$ cat config.mk
export PLATFORM = sky130hd
export DESIGN_NAME = lock_guard
export DESIGN_NICKNAME = d
export VERILOG_FILES = /design/src/rtl/lock_guard_pkg.sv /design/src/rtl/lock_guard_ctrl.sv /design/src/rtl/lock_guard_store.sv /design/src/rtl/lock_guard.sv
export SDC_FILE = /design/constraint.sdc
export NUM_CORES = 1
export LEC_CHECK = 0
export BUFFER_PORTS_ARGS = -buffer_cell sky130_fd_sc_hd__buf_2
export CORE_AREA = 2 2 39 41
export CTS_CLUSTER_DIAMETER = 120
export CTS_CLUSTER_SIZE = 40
export DETAILED_ROUTE_END_ITERATION = 8
export DIE_AREA = 0 0 41 43
export GPL_TIMING_DRIVEN = 0
export SYNTH_ARGS = -nofsm -noshare
export SYNTH_HDL_FRONTEND = slang
export SYNTH_SLANG_ARGS = --single-unit
$ cat constraint.sdc
create_clock -name clk -period 1.1 [get_ports clk]
set_input_delay 0 -clock clk [delete_from_list [all_inputs] [get_ports clk]]
set_output_delay 0 -clock clk [all_outputs]
set_load 0.02 [all_outputs]
$ cat src/rtl/lock_guard_pkg.sv
package lock_guard_pkg;

  localparam int LOCK_BITS = 2;
  localparam int SPACE_W   = 3;
  localparam int MODE_W    = 2;

  typedef enum logic [SPACE_W-1:0] {
    SP_CODE  = 3'd0,
    SP_DATA  = 3'd1,
    SP_USIG  = 3'd2,
    SP_FSIG  = 3'd3,
    SP_FUSE  = 3'd4
  } space_e;

  typedef enum logic [MODE_W-1:0] {
    MODE_OPEN   = 2'd1,
    MODE_NOPROG = 2'd2,
    MODE_SEALED = 2'd3
  } mode_e;

  typedef struct packed {
    logic                 eraseStb;
    logic                 progStb;
    logic [LOCK_BITS-1:0] keepMask;
  } lock_stb_t;

endpackage

$ cat src/rtl/lock_guard_ctrl.sv
module lock_guard_ctrl
  import lock_guard_pkg::*;
(
  input  logic                 reqValid,
  input  logic                 reqWrite,
  input  logic [SPACE_W-1:0]   reqSpace,
  input  logic                 reqSoftware,
  input  logic                 eraseCmd,
  input  logic                 lockProgCmd,
  input  logic [LOCK_BITS-1:0] lockProgValue,
  input  mode_e                modeNow,
  output lock_stb_t            stb,
  output logic                 grant
);

  logic spaceValid;
  logic spaceReadable3;
  logic extAllowed;

  // erase wins over lock programming in the same cycle
  always_comb begin
    stb.eraseStb = eraseCmd;
    stb.progStb  = lockProgCmd & ~eraseCmd;
    stb.keepMask = lockProgValue;
  end

  always_comb begin
    spaceValid     = (reqSpace <= SP_FUSE);
    spaceReadable3 = (reqSpace == SP_USIG) || (reqSpace == SP_FSIG) ||
                     (reqSpace == SP_FUSE);
    unique case (modeNow)
      MODE_OPEN:   extAllowed = 1'b1;
      MODE_NOPROG: extAllowed = ~reqWrite;
      default:     extAllowed = ~reqWrite & spaceReadable3;
    endcase
  end

  assign grant = eraseCmd |
                 (reqValid & spaceValid & (reqSoftware | extAllowed));

endmodule

$ cat src/rtl/lock_guard_store.sv
module lock_guard_store
  import lock_guard_pkg::*;
(
  input  logic      clk,
  input  logic      rstN,
  input  lock_stb_t stb,
  output mode_e     modeNow,
  output logic      debugDisable
);

  logic [LOCK_BITS-1:0] lockBits;   // 1 = unprogrammed

  for (genvar i = 0; i < LOCK_BITS; i++) begin : g_bit
    always_ff @(posedge clk or negedge rstN) begin
      if (!rstN)             lockBits[i] <= 1'b1;
      else if (stb.eraseStb) lockBits[i] <= 1'b1;
      else if (stb.progStb)  lockBits[i] <= lockBits[i] & stb.keepMask[i];
    end
  end

  always_comb begin
    unique case (lockBits)
      2'b11:   modeNow = MODE_OPEN;
      2'b10:   modeNow = MODE_NOPROG;
      default: modeNow = MODE_SEALED;
    endcase
  end

  assign debugDisable = (lockBits != 2'b11) && (lockBits != 2'b10);

  // without erase no bit goes from programmed back to unprogrammed
  a_r7_only_program: assert property (@(posedge clk) disable iff (!rstN)
    !stb.eraseStb |=> ((lockBits & ~$past(lockBits)) == '0));

  // erase restores the unprogrammed state on the next edge
  a_r8_erase_restores: assert property (@(posedge clk) disable iff (!rstN)
    stb.eraseStb |=> (lockBits == '1));

endmodule

$ cat src/rtl/lock_guard.sv
module lock_guard
  import lock_guard_pkg::*;
(
  input  logic                 clk,
  input  logic                 rstN,
  input  logic                 reqValid,
  input  logic                 reqWrite,
  input  logic [SPACE_W-1:0]   reqSpace,
  input  logic                 reqSoftware,
  input  logic                 eraseCmd,
  input  logic                 lockProgCmd,
  input  logic [LOCK_BITS-1:0] lockProgValue,
  output logic                 grant,
  output logic                 debugDisable,
  output logic [MODE_W-1:0]    mode
);

  lock_stb_t stb;
  mode_e     modeNow;

  lock_guard_ctrl u_ctrl (
    .reqValid      (reqValid),
    .reqWrite      (reqWrite),
    .reqSpace      (reqSpace),
    .reqSoftware   (reqSoftware),
    .eraseCmd      (eraseCmd),
    .lockProgCmd   (lockProgCmd),
    .lockProgValue (lockProgValue),
    .modeNow       (modeNow),
    .stb           (stb),
    .grant         (grant)
  );

  lock_guard_store u_store (
    .clk          (clk),
    .rstN         (rstN),
    .stb          (stb),
    .modeNow      (modeNow),
    .debugDisable (debugDisable)
  );

  assign mode = modeNow;

  // mode never reads zero
  a_r2_mode_legal: assert property (@(posedge clk) disable iff (!rstN)
    mode != 2'd0);

  // debug port shut off exactly in mode 3
  a_r6_debug_tracks_mode: assert property (@(posedge clk) disable iff (!rstN)
    debugDisable == (mode == 2'd3));

  // no external write is granted once locked
  a_r4_locked_no_write: assert property (@(posedge clk) disable iff (!rstN)
    (reqValid && reqWrite && !reqSoftware && !eraseCmd && mode != 2'd1) |-> !grant);

  // software requests to valid spaces always pass
  a_r9_software_passes: assert property (@(posedge clk) disable iff (!rstN)
    (reqValid && reqSoftware && reqSpace <= 3'd4) |-> grant);

  // reserved space codes never pass
  a_r10_reserved_denied: assert property (@(posedge clk) disable iff (!rstN)
    (reqSpace > 3'd4 && !eraseCmd) |-> !grant);

endmodule

# Word level (Yosys, flattened, before mapping)

Cells that the tools add are included.

Register bits: 2
Bits of input ports: 12
Output and inout bits: 4
Word-level logic and storage cells: 32

$lt $le $gt $ge: 1
Equal/unequal tests: 9
Mux-type cells: 6
Bitwise operators: 10
Reduce and logical (&&, ||, !) cells: 4

Operators with widths:

| cell                 | count |
|---|---|
| $and A1 B1 Y1        | 6 |
| $eq A2 B2 Y1 const B | 3 |
| $eq A3 B2 Y1 const B | 2 |
| $mux W1              | 4 |
| $ne A2 B2 Y1 const B | 2 |
| $pmux W2 S2          | 1 |
| $eq A3 B3 Y1 const B | 1 |
| $le A3 B3 Y1 const B | 1 |
| $eq A2 B1 Y1 const B | 1 |
| $logic_or A1 B1 Y1   | 2 |
| $not A1 Y1           | 2 |
| $or A1 B1 Y1         | 2 |
| $pmux W1 S2          | 1 |
| $reduce_bool A2 Y1   | 1 |
| $logic_and A1 B1 Y1  | 1 |

# Logic depth before layout (Yosys ltp)

Depth in word-level cells: 8
Mapped depth: 3

# Cells and area by module

Synthesis repeated with hierarchy kept, for this count alone.

Cell total of the unflattened synthesis: 25
Area, all modules: 197.7 µm²

By module, submodules not included:

| module           | instances | cells an instance | area each (µm²) |
|---|---|---|---|
| lock_guard_ctrl  | 1         | 16                | 103.8 |
| lock_guard_store | 1         | 9                 | 93.8 |

# Worst setup path before layout

No wires, ideal clock.

Path kind: register to output
Start: reg u_store.lockBits[1]
End: out grant
Arrival: 1.121 ns
Data required time: 1.100 ns
Setup slack: -0.021 ns
Cell stages (with the launch flop): 3
Cell sequence: dfstp_2 -> or4_1 -> a41o_1

Word-level cells in the longest chain between the ends: 7
Elaborated cells on any way between the ends: 9
Classes of those cells: eq/ne (4); mux (2); bitwise (3)

RTL lines:

| element                                             | RTL line               | text |
|---|---|---|
| start, declared                                     | lock_guard_store.sv:11 | `logic [LOCK_BITS-1:0] lockBits;` |
| start signal, assigned by index                     | lock_guard_store.sv:17 | `else if (stb.progStb) lockBits[i] <= lockBits[i] & stb.keepMask[i];` |
| $eq A2 B2 Y1                                        | lock_guard_store.sv:22 | `unique case (lockBits)` |
| $pmux W2 S2 (*)                                     | lock_guard_store.sv:22 |  |
| $eq A2 B2 Y1 / $eq A2 B1 Y1 (equally long branches) | lock_guard_ctrl.sv:31  | `unique case (modeNow)` |
| $pmux W1 S2 (*)                                     | lock_guard_ctrl.sv:31  |  |
| $or A1 B1 Y1 (*)                                    | lock_guard_ctrl.sv:39  | `(reqValid & spaceValid & (reqSoftware \| extAllowed));` |
| $and A1 B1 Y1 (*)                                   | lock_guard_ctrl.sv:39  |  |
| $or A1 B1 Y1 (*)                                    | lock_guard_ctrl.sv:38  | `assign grant = eraseCmd \|` |
| end, declared                                       | lock_guard.sv:13       | `output logic grant,` |

Every way passes the cells marked *; elsewhere a longest branch is shown, timed or not.

# Final worst setup path

Same ends and word-level chain as after synthesis.

==> results.ini <==
[outcome]
status = finished, violations left
violations = negative setup slack

[floorplanning]
core_sq_um = 1384
chipWidth_um = 41
io_pins = 16
initial_core_util_pct = 8.951
rows = 14
die-area_sq_um = 1763
dieHeight_um = 43

[sta]
drv_slew = 0
fin_crit_sh_pct = 118.9
max_freq_mhz = 764.6
finalCriticalPeriod_ns = 1.308
worst_pin_slew_ns = 0.1451
grt_setup_unrepaired = yes
relSlewSlack_pct = 90.23
clock_skew_ns = 0
setup_violations = 3
whs_ns = 0.07752
hold_violations = 0
final.setup.worst_slack_ns = -0.2078

[logic_synthesis]
syn_area_per_cell_sq_um = 9.528
synth_top_area_share_pct = 42.42
synth_cell_types = 9
ys_seq_area_share_pct = 42.42
netlist_area_sq_um = 123.9
ys_ff_latch = 2
synth_nets = 25
synth_area_leaders = dfstp_2, nand2b_1, a21o_1
yosys_warnings = 0
yosys.area.top_type = dfstp_2
synth_cells = 13

[clock_tree]
clk-insertion-delay-late_ns = 0.22
clkTransAtPathRegs_ns = 0.03
htreeDepth = 1
cts_root_buf = clkbuf_4
clkSinkCount = 2
cts_buffers = 3
cts_tree = yes
clk_path_buf_depth = 2

[critical_path]
cp.arrival_ns = 1.31
worstReg2RegStart = u_store.lockBits[1]
reg2reg_slack_ns = 0.21
crit_chain = or4_1 > a41o_1 > buf_6
cp-end-kind = output pin
path_class = reg2out
reg2reg_depth = 3
crit_end = grant
r2r_end = u_store.lockBits[1]
slowest_stage = or4_1
max_stage_delay_ns = 0.40
path_max_fanout = 2
cp-start-kind = flip-flop
cp.required_ns = 1.10
cp-startpoint = u_store.lockBits[1]

[global_routing]
grt_max_degree = 4
grt_pass1_vias = 183
use_met1_pct = 4.487
track_usage_pct = 5.918
use_met2_pct = 8.438
grt_pass1_wl_um = 607
met3_usage_pct = 1.571
grt_remaining_overflow = 0
antenna_found_initial = 0
gr-max-usage-layer = met4

[power]
fin_total_pwr_mw = 0.3439
leakagePower_nw = 0.1637
power_density_nw_per_um2 = 1127
irDropWorstVdd_v = 0.0003934

[drt]
dr_total_vias = 185
drc = 0
drt-wirelength-per-cell_um = 9.098
drt_iter0_drc = 0
firstDrtPassIters = 1
ant_nets = 0
totalWireLength_um = 464
viasPerCell = 3.627

[placed_design]
place_area_sq_um = 219.0
globalplace.congestion = 0.5743
place_ws_ns = -0.09095
io_buffers = 15
place_hpwl_um = 336.3
dpl.cell_count = 44

[hold_path]
holdCritPathClass = in2reg

[cells_and_area]
n_fill_cell = 160
nets = 49
fin_cells = 51
multi_input_area_sq_um = 77.57
regArea_sq_um = 52.55
reg_top3 = u_store.lockBits: 2 flops
design_area_sq_um = 305.3
syn_to_final_growth_pct = 146.5
top_register = u_store.lockBits
diodes = 0
largest_reg_flops = 2
layout-drive-gt1-share_pct = 68.57

[flow_run]
cap_viol_max_count = 0

## power by group
| part | switching, mW | leakage (nW) | internal, mW |
|---|---|---|---|
| clock | 0.0403 | 0.0138 | 0.120 |
| combinational | 0.0415 | 0.129 | 0.0550 |
| sequential | 0.00407 | 0.0211 | 0.0829 |
| total | 0.0859 | 0.164 | 0.258 |
## worst min-delay path by stage
stage	startpoint	end	cells past startpoint
6_report	lockProgValue[1]	u_store.lockBits[1]	3
3_3_place_gp	rstN	u_store.lockBits[1]	1
2_1_floorplan	rstN	u_store.lockBits[0]	0
3_5_place_dp	rstN	u_store.lockBits[1]	1
5_1_grt	lockProgValue[1]	u_store.lockBits[1]	3
4_1_cts	lockProgValue[0]	u_store.lockBits[0]	3
## critical path, delay by kind of cell (launching register included)
family	cells	cell delay, ns
flip-flops	1	0.35
buffers and inverters	1	0.13
AO/OA/AOI/OAI	1	0.21
AND/OR/NAND/NOR	1	0.40
## cells in the final DEF, fill, tap and decap left out, drive strengths merged
cell type,instances
a21o,2
dlygate4sd3,2
nand2b,3
dfstp,2
buf,17
a41o,1
clkbuf,3
or4,1
o21ai,1
nand2,1
inv,1
nand3b,1
## cell usage after synthesis
cell type and count:
or4_1 1, dfstp_2 2, a41o_1 1, nand2b_1 3, nand3b_1 1, o21ai_0 1, a21o_1 2, inv_1 1
nand2_1 1
## layer usage
layer	vias up	share of wire [%]
li1	91	-
met2	13	52
met3	0	11
met4	0	0
met5	-	0
met1	81	37
## per-stage QoR
step / setup TNS [ns] / util (%)
final: -0.2723 / 22.06
after floorplan: 0 / -
after CTS: -0.3969 / 20.43
after detailed placement: -0.09095 / 15.82
after global routing: -0.4144 / 22.06
after global placement: -0.07881 / 15.82
## final cells by class
| type | count | area share, % |
|---|---|---|
| timing repair buffer | 19 | 42.21 |
| clock buffer | 3 | 7.377 |
| multi-input combinational | 10 | 25.41 |
| sequential | 2 | 17.21 |
| inverter | 1 | 1.230 |
| tap | 16 | 6.557 |
## cells by family after synthesis
kind of cell | count (synthesis) | share of synthesized area [%]
AO/OA/AOI/OAI | 4 | 24.24
flip-flops | 2 | 42.42
AND/OR/NAND/NOR | 6 | 30.31
buffers and inverters | 1 | 3.027
## repair_timing
item	4_1_cts	5_1_grt
hold endpoints to repair	3	0
hold buffers	2	0
setup endpoints to repair	1	4
resized for setup	2	6
pin swaps	2	2
setup buffers	2	0
(Power assumes the default switching activity.)
